===== src/rtl/pal_out_cell.sv =====
module pal_out_cell #(
  parameter int N_PT = 8
) (
  input  logic            clk,
  input  logic            rst_n,
  input  logic            cfg_sync,
  input  logic            cfg_cplx,
  input  logic            cfg_local,
  input  logic            pol_high,
  input  logic [N_PT-1:0] pterm,
  input  logic            oe_n_pin,
  input  logic            pin_in,
  input  logic            pload,
  input  logic            pload_d,
  output logic            pin_out,
  output logic            pin_oe,
  output logic            fb
);
  localparam int N_DATA = N_PT - 1;

  typedef enum logic [1:0] {M_DIN, M_COUT, M_CIO, M_REG} mode_e;

  mode_e mode;
  logic  q;
  logic  sum_all;
  logic  sum_data;
  logic  raw;
  logic  [N_DATA-1:0] data_terms;

  always_comb begin
    if (cfg_sync)      mode = cfg_local ? M_CIO : M_REG;
    else if (cfg_cplx) mode = M_CIO;
    else               mode = cfg_local ? M_DIN : M_COUT;
  end

  assign data_terms = pterm[N_PT-1:1];
  assign sum_all    = |pterm;
  assign sum_data   = |data_terms;

  always_ff @(posedge clk or negedge rst_n) begin
    if (!rst_n)     q <= 1'b0;
    else if (pload) q <= pload_d;
    else            q <= sum_all;
  end

  assign raw     = (mode == M_REG) ? q : (mode == M_CIO) ? sum_data : sum_all;
  assign pin_out = pol_high ? raw : ~raw;
  assign fb      = (mode == M_REG) ? ~q : pin_in;

  always_comb begin
    case (mode)
      M_REG:   pin_oe = ~oe_n_pin;
      M_CIO:   pin_oe = pterm[0];
      M_COUT:  pin_oe = 1'b1;
      default: pin_oe = 1'b0;
    endcase
  end

  assert_preload_R9: assert property (@(posedge clk) disable iff (!rst_n)
    pload |=> q == $past(pload_d));

  assert_reg_capture_R2: assert property (@(posedge clk) disable iff (!rst_n)
    (!pload) |=> (mode != M_REG) || (fb == !$past(|pterm)));

  assert_din_tristate_R6: assert property (@(posedge clk) disable iff (!rst_n)
    (mode == M_DIN) |-> (!pin_oe && fb == pin_in));

  assert_cio_oe_R4: assert property (@(posedge clk) disable iff (!rst_n)
    (mode == M_CIO) |-> (pin_oe == pterm[0] && fb == pin_in));

  assert_reset_clear_R8: assert property (@(posedge clk)
    !rst_n |-> q == 1'b0);
endmodule


===== config.mk =====
export PLATFORM = sky130hd
export DESIGN_NAME = pal_out_cell
export DESIGN_NICKNAME = d
export VERILOG_FILES = /design/src/rtl/pal_out_cell.sv
export SDC_FILE = /design/constraint.sdc
export NUM_CORES = 1
export LEC_CHECK = 0
export CAP_MARGIN = 20
export CORE_AREA = 2 2 39 41
export DETAILED_ROUTE_END_ITERATION = 10
export DIE_AREA = 0 0 41 43
export GPL_TIMING_DRIVEN = 0
export PLACE_DENSITY_LB_ADDON = 0.25
export SYNTH_ARGS = -nofsm -noshare
export SYNTH_HDL_FRONTEND = slang
export SYNTH_SLANG_ARGS = --single-unit

===== constraint.sdc =====
create_clock -name clk -period 2.6 [get_ports clk]
set_input_delay 0.65 -clock clk [delete_from_list [all_inputs] [get_ports clk]]
set_output_delay 0.65 -clock clk [all_outputs]
set_load 0.03 [all_outputs]

# After elaboration in Yosys (flattened, before gate mapping)
# Index checks and enable logic that the tools add are counted.
# op_classes
add_sub_neg	0
n_mul	0
n_div	0
magnitude_cmp	0
n_eq_ne	3
shifts	0
mux	10
bitwise_logic	3
n_reduce_logical	2
# op_table
op	n
OR reduction 8 bit	1
2-to-1 mux 1 bit	7
OR reduction 7 bit	1
== test 2 bit (second input constant)	2
2-to-1 mux 2 bit	2
inverter 1 bit	3
one-hot mux 1 bit (3 select lines)	1
== test 2 x 1 -> 1 bit (second input constant)	1
# totals
ff_bits	1
latch_bits	0
ram_bits	0
romBits	0
in_bits	18
out_inout_bits	3
mem_count	0

# Longest topological paths before layout
# Gate-level depths: netlist of run 1.
# logic_depth
ltp_word	8
mapped_depth	3

# Worst setup path after synthesis of run 1
# OpenSTA, ideal clock, no wires.
# synth_timing
path_kind	input to output
from	in cfg_local
to	out pin_oe
arrival_time_ns	1.675
t_required_ns	1.950
slack_ns	0.275
cell_stages	2
path_buffers	0
cell_sequence	and2b_2 a221oi_1
# synth_via
elab_chain_len	5
# synth_rtl
item	line_no	rtl
start: declaration	8	input logic cfg_local,
2-to-1 mux 1 bit	31, 33	
2-to-1 mux 2 bit	32	else if (cfg_cplx) mode = M_CIO;
2-to-1 mux 2 bit *	31	if (cfg_sync) mode = cfg_local ? M_CIO : M_REG;
== test 2 x 1 -> 1 bit or == test 2 bit (tied branches)	51	case (mode)
one-hot mux 1 bit (3 select lines) *	51	
end: declaration	16	output logic pin_oe,
# Every way passes the cells marked *; elsewhere a longest branch is shown, timed or not.

# Worst setup path after layout of run 1
# layout_timing
from	in pterm[7]
to	out pin_out
# layout_via
elab_chain_len	5
# layout_rtl
item	line_no	rtl
start: declaration	10	input logic [N_PT-1:0] pterm,
OR reduction 8 bit or OR reduction 7 bit (tied branches)	37, 38	
2-to-1 mux 1 bit * (2 in series)	46	assign raw = (mode == M_REG) ? q : (mode == M_CIO) ? sum_data : sum_all;
inverter 1 bit	47	assign pin_out = pol_high ? raw : ~raw;
2-to-1 mux 1 bit *	47	
end: declaration	15	output logic pin_out,
# Marked as above.

==> impl_metrics.csv, run 1 <==
group,metric,value,unit
cts,cts_setup_buffers,0,
setup_path,cp.required,1.95,ns
timing,maxSlewViolCount,0,
logic_synthesis,yosys_warnings,0,
routing,drt-initial-drc-count,0,
timing,setup_viol,0,
logic_synthesis,synthesis.area,161,µm²
routing,drc,0,
timing,fin_hold_ws,0.799,ns
setup_path,crit_path_start,"pterm[7]",
die,initial_core_util,0.117,
setup_path,start_kind,"input pin",
setup_path,path_buf_inv,2,
die,die_w,41,µm
layout,instances_no_fill,58,
timing,worst_pin_slew,0.297,ns
layout,num-fill-cells,158,
layout,reg_top3,"q (1)",
layout,multiInputGateArea,150,µm²
die,core.rowCount,14,
die,die_h,43,µm
power_and_ir_drop,power.leakage,0.172,nW
timing,period_share,0.966,
logic_synthesis,syn_inst,22,
setup_path,crit_type,"in -> out",
routing,first_pass_iters,1,
layout,top_register,"q",
layout,layout_common_cells,"clkdlybuf4s50_1, inv_1, dlygate4sd2_1",
setup_path,cpPeakStageDelay,0.44,ns
routing,via_per_inst,4.21,
placed_design,dp_hpwl,439,µm
placed_design,io_buffer_count,20,
placed_design,routabilityCongestion,0.644,
setup_path,worst_path_max_delay_cell,"clkdlybuf4s50_1",
layout,layout.nets,62,
setup_path,worst_setup_path_end_kind,"output pin",
setup_path,worst-path-max-fanout,3,
grt,track_usage,0.0601,
setup_path,critPathArrivalTime,1.86,ns
logic_synthesis,seq_area_frac_synth,0.155,
flow_run,maxCapViolCount,0,
logic_synthesis,synth_cell_types,17,
grt,grt_pass1_wl,807,µm
grt,overflow,0,
timing,hold_viol_final,0,
layout,layout_commonest_cell,"clkdlybuf4s50_1",
setup_path,critPathTopFamily,"buffers and inverters",
setup_path,crit_chain,"clkdlybuf4s50_1, nor4_4, a21oi_2, o211ai_2, buf_6",
layout,largest_reg_flops,1,
placed_design,dp_cells,58,
setup_path,endpoint,"pin_out",
die,coreArea,1380,µm²
layout,regArea,25.0,µm²
grt,grt_pass1_vias,213,
layout,drive_gt1_frac,0.190,
die,pin_count,21,
logic_synthesis,ys_ff_latch,1,
run_status,outcome,"finished, final reports clean",
layout,fin_util,0.297,
power_and_ir_drop,powerDensity,188,nW/µm²
timing,post-route-min-period,2.51,ns
layout,antennaDiodeCount,0,
worst_hold_path,hp-class,"in -> async",
cts,cts_hold_buffers,0,
cts,clk_pin_slew,0,ns
logic_synthesis,postSynthAreaPerCell,7.34,µm²
routing,ant_nets,0,
routing,wl_per_cell,9.00,µm
timing,fmax,0.398,GHz
grt,grt_max_degree,6,
routing,vias,244,
grt,grt_antenna_before_repair,0,
setup_path,critical_path_depth,5,
routing,drt-total-wl,522,µm
timing,slew_headroom,0.803,
layout,syn_to_final_growth,155,%
die,die-area,1760,µm²
timing,fin_setup_tns,0,ns
power_and_ir_drop,p_total,0.0000773,W
power_and_ir_drop,irDropWorstVdd,0.0000768,V
logic_synthesis,synth_nets,40,
==> report_power, final <==
part	internal [W]	switching, W	total [W]
registers	0.0000167	0.000000609	0.0000173
clock network	0	0	0
logic	0.0000353	0.0000247	0.0000600
total	0.0000519	0.0000254	0.0000773
==> metrics by stage <==
stage	setup WS, ns	area (µm²)
6_report	0.0875	412
3_3_place_gp	-0.665	382
4_1_cts	0.0232	392
2_1_floorplan	0.275	161
3_5_place_dp	-0.626	382
5_1_grt	-0.0210	412
==> metal layers <==
layer	routed length (µm)	vias to the layer above	GRT usage
li1	-	126	-
met5	0	-	0
met1	229	98	0.0892
met2	201	20	0.0969
met3	91	0	0.00524
met4	0	0	0
==> synthesized netlist by cell type <==
| library cell | n | share of area |
|---|---|---|
| o211ai_2 | 1 | 0.078 |
| a32oi_1 | 1 | 0.054 |
| and3b_1 | 1 | 0.054 |
| nor3_1 | 1 | 0.031 |
| nor3b_1 | 2 | 0.093 |
| dfrtp_1 | 1 | 0.16 |
| o21ai_0 | 1 | 0.031 |
| and2b_2 | 1 | 0.054 |
| nor4_1 | 1 | 0.039 |
| a211o_1 | 1 | 0.054 |
| or3_1 | 1 | 0.039 |
| a211oi_1 | 1 | 0.047 |
| o21bai_1 | 1 | 0.047 |
| nor2_1 | 2 | 0.047 |
| a221oi_1 | 1 | 0.054 |
| a21oi_1 | 1 | 0.031 |
| inv_1 | 4 | 0.093 |
==> cells by family (layout without fill, tap and decap cells) <==
| kind of cell | Yosys count | in the layout | share of synthesized area |
|---|---|---|---|
| AO/OA/AOI/OAI | 8 | 8 | 0.395 |
| buffers and inverters | 4 | 24 | 0.0930 |
| flip-flops | 1 | 1 | 0.155 |
| AND/OR/NAND/NOR | 9 | 9 | 0.357 |
==> how the worst min path moves through the flow <==
stage / to / slack, ns / depth (start not counted)
5_1_grt: q$_DFF_PN0_ / 0.80 / 1
4_1_cts: q$_DFF_PN0_ / 0.80 / 1
6_report: q$_DFF_PN0_ / 0.80 / 1
2_1_floorplan: q$_DFF_PN0_ / 0.35 / 0
3_3_place_gp: q$_DFF_PN0_ / 0.81 / 1
3_5_place_dp: q$_DFF_PN0_ / 0.80 / 1
==> what timing repair did <==
action | 4_1_cts | 5_1_grt
gates resized for setup | 16 | 4
pin swaps | 0 | 1
setup endpoints to repair | 3 | 1
==> area by class of cell <==
cell class / count / share of cell area
inverter: 4 / 0.0365
multi-input combinational: 17 / 0.365
sequential: 1 / 0.0608
tap: 16 / 0.0486
timing repair buffer: 20 / 0.489
Power figures use the tool's default switching activity.
==> inputs of run 2 (changes only) <==
--- a/config.mk
+++ b/config.mk
@@ -9,6 +9,7 @@
 export CORE_AREA = 2 2 39 41
 export DETAILED_ROUTE_END_ITERATION = 10
 export DIE_AREA = 0 0 41 43
+export GPL_ROUTABILITY_DRIVEN = 0
 export GPL_TIMING_DRIVEN = 0
 export PLACE_DENSITY_LB_ADDON = 0.25
 export SYNTH_ARGS = -nofsm -noshare
==> results of run 2 <==
Same layout as run 1: the final DEF is identical, and so are final timing and power.
==> inputs of run 3 (changes only) <==
--- a/config.mk
+++ b/config.mk
@@ -11,7 +11,9 @@
 export DIE_AREA = 0 0 41 43
 export GPL_ROUTABILITY_DRIVEN = 0
 export GPL_TIMING_DRIVEN = 0
+export HOLD_SLACK_MARGIN = 0.15
 export PLACE_DENSITY_LB_ADDON = 0.25
+export SLEW_MARGIN = 20
 export SYNTH_ARGS = -nofsm -noshare
 export SYNTH_HDL_FRONTEND = slang
 export SYNTH_SLANG_ARGS = --single-unit
==> results of run 3 <==
Same layout as run 1: the final DEF is identical, and so are final timing and power.
